File: src/rtl/sft_pkg.sv
package sft_pkg;

  typedef struct packed {
    logic [1:0] rx_lvl;
    logic [1:0] tx_lvl;
    logic       modem;
    logic       tx_flush;
    logic       rx_flush;
    logic       loop;
  } sft_ctrl_t;

  function automatic int rx_level(input logic [1:0] code);
    case (code)
      2'd0:    return 1;
      2'd1:    return 4;
      2'd2:    return 8;
      default: return 14;
    endcase
  endfunction

  function automatic int tx_free_need(input logic [1:0] code);
    case (code)
      2'd0:    return 8;
      2'd1:    return 12;
      2'd2:    return 14;
      default: return 15;
    endcase
  endfunction

endpackage

File: src/rtl/sft_ctrl_reg.sv
module sft_ctrl_reg
  import sft_pkg::*;
(
  input  logic      clk,
  input  logic      rst,
  input  logic      stby,
  input  logic      wr,
  input  logic [7:0] wdata,
  output sft_ctrl_t ctrl_q,
  output sft_ctrl_t ctrl_nxt
);

  always_comb begin
    ctrl_nxt = ctrl_q;
    if (rst || stby) ctrl_nxt = '0;
    else if (wr)     ctrl_nxt = sft_ctrl_t'(wdata);
  end

  always_ff @(posedge clk) begin
    ctrl_q <= ctrl_nxt;
  end

  a_r1_write_lands: assert property (@(posedge clk) disable iff (rst)
    (wr && !stby) |=> (ctrl_q == $past(wdata)));

  a_r2_standby_clears: assert property (@(posedge clk) disable iff (rst)
    stby |=> (ctrl_q == '0));

endmodule

File: src/rtl/sft_byte_fifo.sv
module sft_byte_fifo #(
  parameter int DEPTH = 16,
  parameter int WIDTH = 8,
  localparam int AW = $clog2(DEPTH),
  localparam int CW = $clog2(DEPTH + 1)
) (
  input  logic             clk,
  input  logic             rst,
  input  logic             flush,
  input  logic             push,
  input  logic [WIDTH-1:0] wdata,
  input  logic             pop,
  output logic [WIDTH-1:0] rdata,
  output logic [CW-1:0]    count,
  output logic [CW-1:0]    count_nxt,
  output logic             overflow,
  output logic             underflow
);

  localparam logic [CW-1:0] FULL_CNT = CW'(DEPTH);
  localparam logic [AW-1:0] LAST_PTR = AW'(DEPTH - 1);

  logic [WIDTH-1:0] mem [DEPTH];
  logic [AW-1:0]    wr_ptr, rd_ptr;
  logic             is_full, is_empty, push_ok, pop_ok;

  assign is_full  = (count == FULL_CNT);
  assign is_empty = (count == '0);
  assign push_ok  = push && !flush && !is_full;
  assign pop_ok   = pop  && !flush && !is_empty;

  always_comb begin
    if (rst || flush) count_nxt = '0;
    else              count_nxt = count + CW'(push_ok) - CW'(pop_ok);
  end

  always_ff @(posedge clk) begin
    if (push_ok) mem[wr_ptr] <= wdata;
  end

  always_ff @(posedge clk) begin
    if (rst)         rdata <= '0;
    else if (pop_ok) rdata <= mem[rd_ptr];
  end

  always_ff @(posedge clk) begin
    count <= count_nxt;
    if (rst || flush) begin
      wr_ptr <= '0;
      rd_ptr <= '0;
    end else begin
      if (push_ok) wr_ptr <= (wr_ptr == LAST_PTR) ? '0 : wr_ptr + 1'b1;
      if (pop_ok)  rd_ptr <= (rd_ptr == LAST_PTR) ? '0 : rd_ptr + 1'b1;
    end
  end

  always_ff @(posedge clk) begin
    if (rst || flush) begin
      overflow  <= 1'b0;
      underflow <= 1'b0;
    end else begin
      if (push && is_full)  overflow  <= 1'b1;
      if (pop  && is_empty) underflow <= 1'b1;
    end
  end

  a_r3_count_bounded: assert property (@(posedge clk) disable iff (rst)
    count <= FULL_CNT);

  a_r3_idle_holds: assert property (@(posedge clk) disable iff (rst)
    (!flush && !push && !pop) |=> $stable(count));

  a_r7_flush_empties: assert property (@(posedge clk) disable iff (rst)
    flush |=> (count == '0 && !overflow && !underflow));

  a_r8_full_push_refused: assert property (@(posedge clk) disable iff (rst)
    (push && !pop && !flush && is_full) |=> (count == FULL_CNT && overflow));

  a_r9_empty_pop_refused: assert property (@(posedge clk) disable iff (rst)
    (pop && !push && !flush && is_empty) |=> (count == '0 && underflow));

endmodule

File: src/rtl/sft_level_flags.sv
module sft_level_flags
  import sft_pkg::*;
#(
  parameter int DEPTH = 16,
  localparam int CW = $clog2(DEPTH + 1)
) (
  input  logic          clk,
  input  logic          rst,
  input  sft_ctrl_t     ctrl_nxt,
  input  logic [CW-1:0] rx_cnt_nxt,
  input  logic [CW-1:0] tx_cnt_nxt,
  output logic          rx_flag,
  output logic          tx_flag
);

  logic rx_hit, tx_hit;

  assign rx_hit = int'(rx_cnt_nxt) >= rx_level(ctrl_nxt.rx_lvl);
  assign tx_hit = (DEPTH - int'(tx_cnt_nxt)) >= tx_free_need(ctrl_nxt.tx_lvl);

  always_ff @(posedge clk) begin
    if (rst) begin
      rx_flag <= 1'b0;
      tx_flag <= 1'b1;
    end else begin
      rx_flag <= rx_hit;
      tx_flag <= tx_hit;
    end
  end

endmodule

File: src/rtl/sft_trigger_ctrl.sv
module sft_trigger_ctrl
  import sft_pkg::*;
#(
  parameter int DEPTH = 16,
  parameter int WIDTH = 8,
  localparam int CW = $clog2(DEPTH + 1)
) (
  input  logic             clk,
  input  logic             rst,
  input  logic             stby,
  input  logic             reg_wr,
  input  logic [7:0]       reg_wdata,
  output logic [7:0]       reg_rdata,
  input  logic             tx_push,
  input  logic [WIDTH-1:0] tx_wdata,
  input  logic             tx_pop,
  output logic [WIDTH-1:0] tx_rdata,
  output logic [CW-1:0]    tx_count,
  output logic             tx_room_flag,
  output logic             tx_overflow,
  output logic             tx_underflow,
  input  logic             rx_push,
  input  logic [WIDTH-1:0] rx_wdata,
  input  logic             rx_pop,
  output logic [WIDTH-1:0] rx_rdata,
  output logic [CW-1:0]    rx_count,
  output logic             rx_full_flag,
  output logic             rx_overflow,
  output logic             rx_underflow,
  output logic             loopback_en,
  output logic             modem_ctl_en
);

  sft_ctrl_t     ctrl_q, ctrl_nxt;
  logic [CW-1:0] tx_cnt_nxt, rx_cnt_nxt;

  sft_ctrl_reg u_reg (
    .clk      (clk),
    .rst      (rst),
    .stby     (stby),
    .wr       (reg_wr),
    .wdata    (reg_wdata),
    .ctrl_q   (ctrl_q),
    .ctrl_nxt (ctrl_nxt)
  );

  sft_byte_fifo #(.DEPTH(DEPTH), .WIDTH(WIDTH)) u_tx_q (
    .clk       (clk),
    .rst       (rst),
    .flush     (ctrl_nxt.tx_flush),
    .push      (tx_push),
    .wdata     (tx_wdata),
    .pop       (tx_pop),
    .rdata     (tx_rdata),
    .count     (tx_count),
    .count_nxt (tx_cnt_nxt),
    .overflow  (tx_overflow),
    .underflow (tx_underflow)
  );

  sft_byte_fifo #(.DEPTH(DEPTH), .WIDTH(WIDTH)) u_rx_q (
    .clk       (clk),
    .rst       (rst),
    .flush     (ctrl_nxt.rx_flush),
    .push      (rx_push),
    .wdata     (rx_wdata),
    .pop       (rx_pop),
    .rdata     (rx_rdata),
    .count     (rx_count),
    .count_nxt (rx_cnt_nxt),
    .overflow  (rx_overflow),
    .underflow (rx_underflow)
  );

  sft_level_flags #(.DEPTH(DEPTH)) u_flags (
    .clk        (clk),
    .rst        (rst),
    .ctrl_nxt   (ctrl_nxt),
    .rx_cnt_nxt (rx_cnt_nxt),
    .tx_cnt_nxt (tx_cnt_nxt),
    .rx_flag    (rx_full_flag),
    .tx_flag    (tx_room_flag)
  );

  assign reg_rdata    = ctrl_q;
  assign loopback_en  = ctrl_q.loop;
  assign modem_ctl_en = ctrl_q.modem;

  a_r4_rx_flag_level: assert property (@(posedge clk) disable iff (rst)
    rx_full_flag == (int'(rx_count) >= rx_level(reg_rdata[7:6])));

  a_r5_tx_flag_room: assert property (@(posedge clk) disable iff (rst)
    tx_room_flag == ((DEPTH - int'(tx_count)) >= tx_free_need(reg_rdata[5:4])));

  a_r7_tx_held_empty: assert property (@(posedge clk) disable iff (rst)
    reg_rdata[2] |-> (tx_count == '0));

  a_r7_rx_held_empty: assert property (@(posedge clk) disable iff (rst)
    reg_rdata[1] |-> (rx_count == '0));

endmodule

File: config.mk
export PLATFORM = sky130hd
export DESIGN_NAME = sft_trigger_ctrl
export DESIGN_NICKNAME = d
export VERILOG_FILES = /design/src/rtl/sft_pkg.sv /design/src/rtl/sft_ctrl_reg.sv /design/src/rtl/sft_byte_fifo.sv /design/src/rtl/sft_level_flags.sv /design/src/rtl/sft_trigger_ctrl.sv
export SDC_FILE = /design/constraint.sdc
export NUM_CORES = 1
export LEC_CHECK = 0
export BUFFER_PORTS_ARGS = -buffer_cell sky130_fd_sc_hd__buf_2
export CAP_MARGIN = 10
export CORE_ASPECT_RATIO = 0.9
export CORE_MARGIN = 10
export CORE_UTILIZATION = 65
export DETAILED_ROUTE_END_ITERATION = 12
export PLACE_DENSITY_LB_ADDON = 0.1
export SLEW_MARGIN = 10
export SYNTH_ARGS = -nofsm -noshare
export SYNTH_HDL_FRONTEND = slang
export SYNTH_SLANG_ARGS = --single-unit
File: constraint.sdc
create_clock -name clk -period 7.7 [get_ports clk]
set_clock_uncertainty 0.05 [all_clocks]
set_input_delay 1.54 -clock clk [delete_from_list [all_inputs] [get_ports clk]]
set_output_delay 1.54 -clock clk [all_outputs]
set_load 0.02 [all_outputs]
* Word level (Yosys, flattened, before mapping) *
Memories as Yosys holds them, arrays and structs flattened. A register that Yosys moved wholly into a read port is not among the register bits.
Cells that the tools add are included.

storage, ports and cells
  flip-flop bits (word level) = 40
  bits in writable memories = 256
  output and inout bits = 42
  memories kept = 2

memories
  memory      depth  width  rd ports  clocked after memory_dff  wr ports  line                 source
  u_rx_q.mem  16     8      1         1                         1         sft_byte_fifo.sv:23  logic [WIDTH-1:0] mem [DEPTH];
  u_tx_q.mem  16     8      1         1                         1         sft_byte_fifo.sv:23

operators by class
  add/subtract/negate cells = 9
  order comparisons = 2
  eq/ne operators = 10
  muxes and demuxes = 14
  reduce and logical (&&, ||, !) cells = 25

operators with widths
  cell                 count
  $ge 32x5->1          1
  $add 4x1->4 const B  4
  $eq 4x4->1 const B   4
  $mux 4               4
  $mux 8               2
  $logic_and 1x1->1    12
  $pmux 4 s3           1
  $add 5x1->5          2
  $eq 5x5->1 const B   2
  $logic_not 5->1      2
  $mux 5               2
  $sub 5x1->5          2
  $pmux 3 s3           1
  $logic_not 1->1      6
  $sub 5x5->6 const A  1
  $ge 5x4->1           1
  $eq 2x1->1 const B   2
  $eq 2x2->1 const B   2
  $logic_not 2->1      2
  $mux 1               4
  $logic_or 1x1->1     3

* Logic depth before layout (Yosys ltp) *
Gate-level depths: netlist of run 1.

  word-level depth = 10
  mapped depth = 17
  depth with buffers taken out = 17

* Cells and area by module *
Synthesis of run 1 repeated with hierarchy kept, for this count alone.

second synthesis, totals
  cell total of the unflattened synthesis = 740
  area, all modules = 12,783.5 um^2

modules (own cells, without submodules)
  module            instances  cells each  area each (um^2)  sequential area each (um^2)
  sft_byte_fifo     2          337         6,089.6           4,304.1
  sft_ctrl_reg      1          27          295.3             160.2
  sft_level_flags   1          37          294.0             40.0
  sft_trigger_ctrl  1          2           15.0              0.0

* Worst setup path before layout of run 1 *
OpenSTA, ideal clock, no wires.

  kind = input to register
  from = input reg_wr
  to = register u_flags.tx_flag
  setup time = 125 ps
  arrival time = 4,549 ps
  data required time = 7,525 ps
  path slack = 2,976 ps
  stages on the path = 17
  cells stage by stage = buf_6 mux2i_1 nor2_1 or3_1 inv_1 ha_1 inv_1 ha_1 fa_1 nand2_1 ha_1 xnor2_1 ha_1 a21oi_1 a21oi_1 a211oi_1 mux2i_1

RTL lines
  item                  line                    source
  from (decl)           sft_trigger_ctrl.sv:11  input logic reg_wr,
  to (signal assigned)  sft_level_flags.sv:27   tx_flag <= tx_hit;
  to (decl)             sft_level_flags.sv:13   output logic tx_flag

==> results of run 1 <==
worst max path at each step:
stage	from	to	slack, ns	cells past startpoint
2_1_floorplan	reg_wr	u_flags.tx_flag$_SDFF_PP1_	2.98	17
3_3_place_gp	rst	u_flags.tx_flag$_SDFF_PP1_	2.21	17
3_5_place_dp	rst	u_flags.tx_flag$_SDFF_PP1_	1.98	17
4_1_cts	rst	u_flags.tx_flag$_SDFF_PP1_	2.52	17
5_1_grt	rst	u_flags.tx_flag$_SDFF_PP1_	2.18	17
6_report	rst	u_flags.tx_flag$_SDFF_PP1_	2.44	17
state kept, by name, indices dropped and copies added, names as in the netlist, 4 cells and up:
signal	count
u_tx_q.rd_ptr	4
u_tx_q.wr_ptr	4
u_rx_q.rd_ptr	4
u_reg.ctrl_q	8
u_rx_q.mem	128
u_tx_q.count	5
u_tx_q.rdata	8
u_rx_q.count	5
u_rx_q.rdata	8
u_tx_q.mem	128
u_rx_q.wr_ptr	4
Yosys cell counts, types with 7 or more instances:
master | instances | area share [%]
nor3_1 | 18 | 0.71
nor2_1 | 60 | 1.8
a21oi_1 | 26 | 1.0
buf_2 | 11 | 0.44
nand3b_1 | 19 | 1.1
a22o_1 | 16 | 1.1
nand2b_1 | 9 | 0.45
buf_1 | 8 | 0.24
a221oi_1 | 16 | 1.1
o21ai_0 | 22 | 0.87
ha_1 | 30 | 3.0
mux4_2 | 64 | 11
clkbuf_1 | 13 | 0.39
nand2_1 | 23 | 0.68
inv_1 | 33 | 0.98
xor2_1 | 7 | 0.48
dfxtp_1 | 56 | 8.9
mux2i_1 | 9 | 0.71
edfxtp_1 | 256 | 61
through the flow:
step	std cells	total power, mW	hold WS [ns]	worst slack [ns]	util [%]
after floorplan	751	2.75	0.449	2.98	-
after global placement	1041	3.00	0.400	2.21	68.8
after detailed placement	1042	3.04	0.414	1.98	68.9
after CTS	1098	4.51	0.430	2.52	74.1
after global routing	1099	4.69	0.479	2.18	74.2
final	1099	4.50	0.426	2.44	74.2
power by group:
part / internal (mW) / switching (mW)
registers: 1.92 / 0.0736
logic: 0.445 / 0.582
clock network: 0.889 / 0.590
worst register-to-register path: stages, from the launching register on:
cell      delay (ns)
dfxtp_1         0.34
inv_1           0.10
ha_1            0.16
nor4b_1         0.52
or3_1           0.50
inv_1           0.21
ha_1            0.32
inv_1           0.04
ha_1            0.21
fa_1            0.43
xor2_1          0.25
nor2b_1         0.23
xnor2_1         0.18
ha_1            0.29
a21oi_1         0.15
a21oi_1         0.08
a211oi_1        0.30
mux2i_1         0.10
cell type report:
class | count | area (um^2)
Inverter | 33 | 124
Multi-Input combinational cell | 368 | 3550
Clock buffer | 47 | 887
Clock inverter | 9 | 119
Tap cell | 250 | 313
Fill cell | 1099 | 4940
Sequential cell | 312 | 8810
Timing Repair Buffer | 80 | 415
cell families after synthesis:
family                   Yosys count  synth area share (%)
flip-flops                       312                  69.7
AND/OR/NAND/NOR                  150                  5.94
AO/OA/AOI/OAI                     98                  5.34
multiplexers                      75                  12.4
buffers and inverters             71                  2.40
adder cells (fa/ha/maj)           32                  3.29
XOR/XNOR                          13                  1.01
metal layers:
| metal | up-vias | GRT usage (%) | part of all wire, % | wire [um] |
|---|---|---|---|---|
| li1 | 3071 | - | - | - |
| met1 | 3567 | 30.8 | 42 | 11500 |
| met2 | 392 | 31.5 | 46 | 12700 |
| met3 | 49 | 5.00 | 10 | 2820 |
| met4 | 0 | 5.60 | 1.9 | 526 |
| met5 | - | 0 | 0 | 0 |
==> run metrics, run 1 <==
Main synth FF type=edfxtp_1; Crit. End Element=register; number of top-level pins=74; CP peak stage delay=0.44 ns; Reg2Reg Setup Slack=3.14 ns; Seq cells post-synth=312; IR Drop Worst-Case VDD=251 uV; WL final=27.6 mm; Nets=889; CTS tree=built; WP data arrival=5.64 ns; Max Cap Viol=0; total gr overflow=0; number of setup buffers added after CTS=0; Starting DRT DRC Count=757; clk root buf=clkbuf_16; initial antenna violation count=0; DRC=0; most common cell after layout, fill and taps aside=edfxtp_1; RSZ-0062 raised after global routing=no; final std cell area, no fill=0.0142 mm^2; PD cells=roughly 320 mW/mm^2; Clock transition at path regs=0.06 ns; Finish-stage setup viols=0; WL/cell=25.1 um; Resize count post-CTS=0; DR vias=7079; register area share after synthesis=69.7%; WS Path Type=in -> reg; CP Max Fanout=25; Layout area overhead=12.5%; YS warnings=0; Area after DPL=0.0132 mm^2; Worst setup SP type=primary input; delay-heaviest family, CP=simple AND/OR/NAND/NOR gates; Fin. Hold Viols=0; Most common cell on crit path=ha_1; initial core utilization=66.0%; Die H=152 um; first-pass GRT wire length=42.0 mm; Lkg Pwr=4.89 nW; number of synthesized flops with an enable pin=between 200 and 300; Antenna Cells=0; Skew-Pair Late Insertion Delay=~0.55 ns; Routability Congestion=around 0.87; reg-to-reg endpoint=u_flags.tx_flag$_SDFF_PP1_; share of cells above drive strength 1=23.4%; worst r2r src=u_tx_q.count[2]$_DFF_P_; largest net degree at the start of global routing=37; CTS Buffer Depth=3; Post-Syn Nets=815; Total GRT Usage=a little over a fifth; Slowest-stage cell, CP=or2_2; IO Port Bufs=73; worst-margin pin slew=1.14 ns; crit-path cells=buf_2 -> or2_2 -> nor2_1 -> or3_1 -> inv_1 -> ha_1 -> inv_1 -> ha_1 -> fa_1 -> xor2_1 -> nor2b_1 -> xnor2_1 -> ha_1 -> a21oi_1 -> a21oi_1 -> a211oi_1 -> mux2i_1; vias per inst=6.44; Fmax=190 MHz; Final TNS setup=0 ns; vias in the first global route=7185; hold_buf cts=0; Row Count=48; min-delay src=u_rx_q.underflow$_SDFFE_PP0P_; instance count of the mapped netlist=around 750; H-tree depth=1; critical path buffer and inverter count=3; die width=167 um; Period minus WS final=5.26 ns; dpl hpwl=17.8 mm; R2R depth=17; worst path required time=8.08 ns; ys async rst share=0%; CTS Sinks=about 310; commonest non-fill, non-tap cells in the layout=edfxtp_1, buf_2, mux4_2, nor2_1, dfxtp_1; Max Slew Vio Count=0; Slew headroom=between 20% and 30%; Hold Path Depth=2; Detailed Routing Iterations Pass 1=5; Die ar.=0.0254 mm^2; Hold EP=u_rx_q.underflow$_SDFFE_PP0P_; area of the core=0.0192 mm^2; average size of a mapped cell=16.8 um^2; antenna-violating nets left=0; fin crit share=a little under 70%; TritonCTS Buffers=30; status=completed; Hold Crit Class=reg -> reg; Synth Cell Area=roughly 0.013 mm^2; post-synthesis cell type count=44
(Power assumes the default switching activity.)
==> inputs of run 2 (changes only) <==
--- a/config.mk
+++ b/config.mk
@@ -9,7 +9,7 @@
 export CAP_MARGIN = 10
 export CORE_ASPECT_RATIO = 0.9
 export CORE_MARGIN = 10
-export CORE_UTILIZATION = 65
+export CORE_UTILIZATION = 60
 export DETAILED_ROUTE_END_ITERATION = 12
 export PLACE_DENSITY_LB_ADDON = 0.1
 export SLEW_MARGIN = 10
==> constraint.sdc (replaced) <==
create_clock -name clk -period 5.22 [get_ports clk]
set_clock_uncertainty 0.05 [all_clocks]
set_input_delay 1.044 -clock clk [delete_from_list [all_inputs] [get_ports clk]]
set_output_delay 1.044 -clock clk [all_outputs]
set_load 0.02 [all_outputs]
==> run metrics, run 2 (synthesized netlist as in run 1, its figures left out) <==
Slew headroom=38.4%; Detailed Routing Iterations Pass 1=5; Clock transition at path regs=0.06 ns; first-pass GRT wire length=roughly 42 mm; initial antenna violation count=0; WS Path Type=in -> reg; internal power=around 4.7 mW; number of top-level pins=74; Fmax=217 MHz; vias per inst=6.03; worst path required time=5.59 ns; IR Drop Worst-Case VDD=321 uV; Layout Cells excl Fill=1146; total power=6.45 mW; fin crit share=88.3%; CTS Buffer Depth=3; Crit. End Element=register; Resize count post-CTS=0; area of the core=0.0208 mm^2; setup ws final=0.612 ns; status=completed; Skew-Pair Late Insertion Delay=0.56 ns; commonest non-fill, non-tap cells in the layout=edfxtp_1, buf_2, mux4_2, nor2_1, dfxtp_1; RSZ-0062 raised after global routing=no; Worst setup SP type=primary input; Layout area overhead=12.7%; initial core utilization=just over 60%; Starting DRT DRC Count=628; Finish-stage setup viols=0; DRC=0; Routability Congestion=0.818; Die H=158 um; die width=173 um; Finished Core Util=between 60% and 70%; Max Cap Viol=0; total gr overflow=0; Clk pwr share=31.4%; WP data arrival=around 5 ns; dpl hpwl=18.2 mm; Max Slew Vio Count=0; share of cells above drive strength 1=24.2%; WL final=26.6 mm; Row Count=50; Nets=899; Final TNS setup=0 ns; CTS tree=built; hold_buf cts=0; DR vias=6910; PD cells=453 mW/mm^2; CTS Sinks=312; Sw Pwr=~1.8 mW; WL/cell=23.2 um; TritonCTS Buffers=31; antenna-violating nets left=0; Seq pwr share=around 46%; sw frac=~28%; Hold Crit Class=reg -> reg; clk root buf=clkbuf_16; pre-CTS setup slack=0.153 ns; Area after DPL=around 0.013 mm^2; Largest regs=u_rx_q.mem (128), u_tx_q.mem (128); Inst Count DP=around 1100; vias in the first global route=7007; IO Port Bufs=73; H-tree depth=1; Fin. Hold Viols=0; number of setup buffers added after CTS=0; largest net degree at the start of global routing=36; Period minus WS final=4.61 ns; worst-margin pin slew=0.920 ns; Total GRT Usage=19.7%; Lkg Pwr=4.89 nW; Fillers=1447; Die ar.=0.0273 mm^2; WHS=0.426 ns; Logic pwr share=22.6%; CP Max Fanout=11; most common cell after layout, fill and taps aside=edfxtp_1; Antenna Cells=0; final std cell area, no fill=0.0142 mm^2
run 2: path summary, 6_finish.rpt:
kind | from | end | slack, ns | depth (start not counted)
worst max-delay path | reg_wr | u_flags.tx_flag$_SDFF_PP1_ | 0.61 | 17
worst min-delay path | u_tx_q.underflow$_SDFFE_PP0P_ | u_tx_q.underflow$_SDFFE_PP0P_ | 0.43 | 2
worst max register to register | u_tx_q.count[2]$_DFF_P_ | u_flags.tx_flag$_SDFF_PP1_ | 0.83 | 17
worst min register to register | u_tx_q.underflow$_SDFFE_PP0P_ | u_tx_q.underflow$_SDFFE_PP0P_ | 0.43 | 2
run 2: final cells by class:
cell class	instances	area, um^2	share of cell area [%]
clock buffer	51	893	6.27
clock inverter	7	41.3	0.290
inverter	33	124	0.870
multi-input combinational	368	3530	24.8
sequential	312	8810	61.9
tap	286	358	2.51
timing repair buffer	89	485	3.41
run 2: worst max-delay path, stage by stage:
cell and delay [ns]:
buf_2 0.26, mux2i_1 0.36, nor2_1 0.11, or3_1 0.53, inv_1 0.23, ha_1 0.15, inv_1 0.04, ha_1 0.21
fa_1 0.43, xor2_1 0.24, nor2b_1 0.31, xnor2_1 0.16, ha_1 0.26, a21oi_1 0.14, a21oi_1 0.09, a211oi_1 0.29
mux2i_1 0.11
run 2: metal layers:
layer / vias up / GRT usage (%) / part of all wire (%)
met5: - / 0 / 0
met4: 0 / 5.00 / 1.8
met3: 35 / 4.31 / 8.2
met2: 252 / 29.5 / 45
met1: 3523 / 28.9 / 45
li1: 3100 / - / -
run 2: power by group through the flow:
stage,Sequential [mW],Combinational (mW),Clock (mW)
2_1_floorplan,3.04,1.01,0
3_3_place_gp,3.03,1.39,0
3_5_place_dp,3.03,1.45,0
4_1_cts,2.98,1.46,2.06
5_1_grt,3.00,1.60,2.18
6_report,2.97,1.46,2.02
==> inputs of run 3 (changes only) <==
--- a/config.mk
+++ b/config.mk
@@ -9,8 +9,9 @@
 export CAP_MARGIN = 10
 export CORE_ASPECT_RATIO = 0.9
 export CORE_MARGIN = 10
-export CORE_UTILIZATION = 60
+export CORE_UTILIZATION = 55
 export DETAILED_ROUTE_END_ITERATION = 12
+export GPL_ROUTABILITY_DRIVEN = 0
 export PLACE_DENSITY_LB_ADDON = 0.1
 export SLEW_MARGIN = 10
 export SYNTH_ARGS = -nofsm -noshare
==> constraint.sdc (replaced) <==
create_clock -name clk -period 3.97 [get_ports clk]
set_clock_uncertainty 0.05 [all_clocks]
set_input_delay 0.794 -clock clk [delete_from_list [all_inputs] [get_ports clk]]
set_output_delay 0.794 -clock clk [all_outputs]
set_load 0.02 [all_outputs]
==> run metrics, run 3 (synthesized netlist as in run 1, its figures left out) <==
status=completed; Total GRT Usage=17.5%; pre-CTS setup slack=-0.0517 ns; WL/cell=21.8 um; Die ar.=0.0295 mm^2; CTS Sinks=312; commonest non-fill, non-tap cells in the layout=edfxtp_1, buf_2, mux4_2, nor2_1, dfxtp_1; Worst setup SP type=register; vias in the first global route=7191; worst-margin pin slew=around 0.99 ns; IR Drop Worst-Case VDD=456 uV; Skew-Pair Late Insertion Delay=0.52 ns; Lkg Pwr=5.13 nW; internal power=between 6 and 7 mW; worst r2r src=u_tx_q.count[2]$_DFF_P_; R2R depth=17; Max Cap Viol=0; initial antenna violation count=0; CTS Buffer Depth=3; WS Path Type=reg -> reg; Largest regs=u_rx_q.mem (128), u_tx_q.mem (128); CTS tree=built; DR vias=6979; Antenna Cells=0; Nets=936; first-pass GRT wire length=40.9 mm; worst path required time=4.31 ns; number of top-level pins=74; TritonCTS Buffers=34; IO Port Bufs=73; Resize count post-CTS=0; WHS=0.417 ns; DRC=0; share of cells above drive strength 1=between 20% and 30%; hold_buf cts=0; area of the core=around 0.023 mm^2; dpl hpwl=roughly 18 mm; total gr overflow=0; Row Count=52; Fillers=1568; fin crit share=90.3%; Hold Path Depth=2; Crit. End Element=register; die width=180 um; WL final=26.0 mm; RSZ-0062 raised after global routing=no; Layout area overhead=16.0%; Period minus WS final=3.58 ns; Slew headroom=between 30% and 40%; Fin. Hold Viols=0; reg-to-reg endpoint=u_flags.tx_flag$_SDFF_PP1_; Die H=164 um; Clock transition at path regs=0.06 ns; antenna-violating nets left=0; Hold Crit Class=reg -> reg; Max Slew Vio Count=0; Fmax=approximately 280 MHz; Hold EP=u_rx_q.underflow$_SDFFE_PP0P_; vias per inst=5.85; min-delay src=u_rx_q.underflow$_SDFFE_PP0P_; WP data arrival=3.92 ns; most common cell after layout, fill and taps aside=edfxtp_1; Seq pwr share=44.0%; Detailed Routing Iterations Pass 1=5; largest net degree at the start of global routing=36; Finished Core Util=approximately two thirds; Sw Pwr=2.45 mW; sw frac=27.5%; initial core utilization=56.0%; Clk pwr share=33.6%; H-tree depth=2; clk root buf=clkbuf_16; Reg2Reg Setup Slack=0.39 ns; number of setup buffers added after CTS=0; register area=0.00881 mm^2; multi-input logic area=approximately 0.0035 mm^2; Starting DRT DRC Count=587; Logic pwr share=22.3%; PD cells=607 mW/mm^2; CP Max Fanout=3; setup ws final=around 0.39 ns; total power=8.90 mW; Finish-stage setup viols=0
## run 3: worst max-delay path by stage
stage                     slack [ns]                    endpoint                     from  cells after the start
final                           0.39  u_flags.tx_flag$_SDFF_PP1_  u_tx_q.count[2]$_DFF_P_                     17
after global routing            0.14  u_flags.tx_flag$_SDFF_PP1_  u_tx_q.count[2]$_DFF_P_                     17
after CTS                       0.24  u_flags.tx_flag$_SDFF_PP1_  u_tx_q.count[2]$_DFF_P_                     17
after detailed placement       -0.05  u_flags.tx_flag$_SDFF_PP1_                      rst                     17
after global placement          0.01  u_flags.tx_flag$_SDFF_PP1_                      rst                     17
after floorplan                0.004  u_flags.tx_flag$_SDFF_PP1_                   reg_wr                     17
## run 3: through the flow
step / TNS [ns] / std cells / instance area, um^2
2_1_floorplan: 0 / 751 / 12600
3_3_place_gp: 0 / 1133 / 13600
3_5_place_dp: -0.0517 / 1133 / 13600
4_1_cts: 0 / 1192 / 14700
5_1_grt: 0 / 1192 / 14700
6_report: 0 / 1192 / 14700
## run 3: power by group through the flow
stage | combinational [mW] | clock (mW) | sequential [mW]
floorplan | 1.33 | 0 | 3.99
global placement | 1.91 | 0 | 3.98
detailed placement | 1.99 | 0 | 3.99
CTS | 2.00 | 3.05 | 3.92
global route | 2.19 | 3.18 | 3.95
finish | 1.99 | 2.99 | 3.92
## run 3: area by class of cell
type,count,share of cell area (%)
flip-flops and latches,312,60.1
multi-input cells,368,24.1
clock buffers,47,6.62
repair buffers,123,5.05
well taps,297,2.53
inverters,33,0.845
clock inverters,12,0.725
## run 3: metal layers
metal	track usage [%]	share of wire, %	vias up
li1	-	-	3171
met5	0	0	-
met1	25.3	47	3555
met3	3.56	6.2	26
met2	26.9	45	227
met4	4.36	1.4	0
## run 3: worst max-delay path: stages, from the launching register on
cell and delay, ns:
dfxtp_1 0.33, inv_1 0.09, ha_1 0.16, nor4b_2 0.28
or3_1 0.18, inv_1 0.06, ha_1 0.26, inv_1 0.04
ha_1 0.20, fa_1 0.52, nand2_1 0.09, ha_1 0.22
xnor2_1 0.19, ha_1 0.27, a21oi_1 0.12, a21oi_1 0.08
a211oi_1 0.24, mux2i_1 0.10
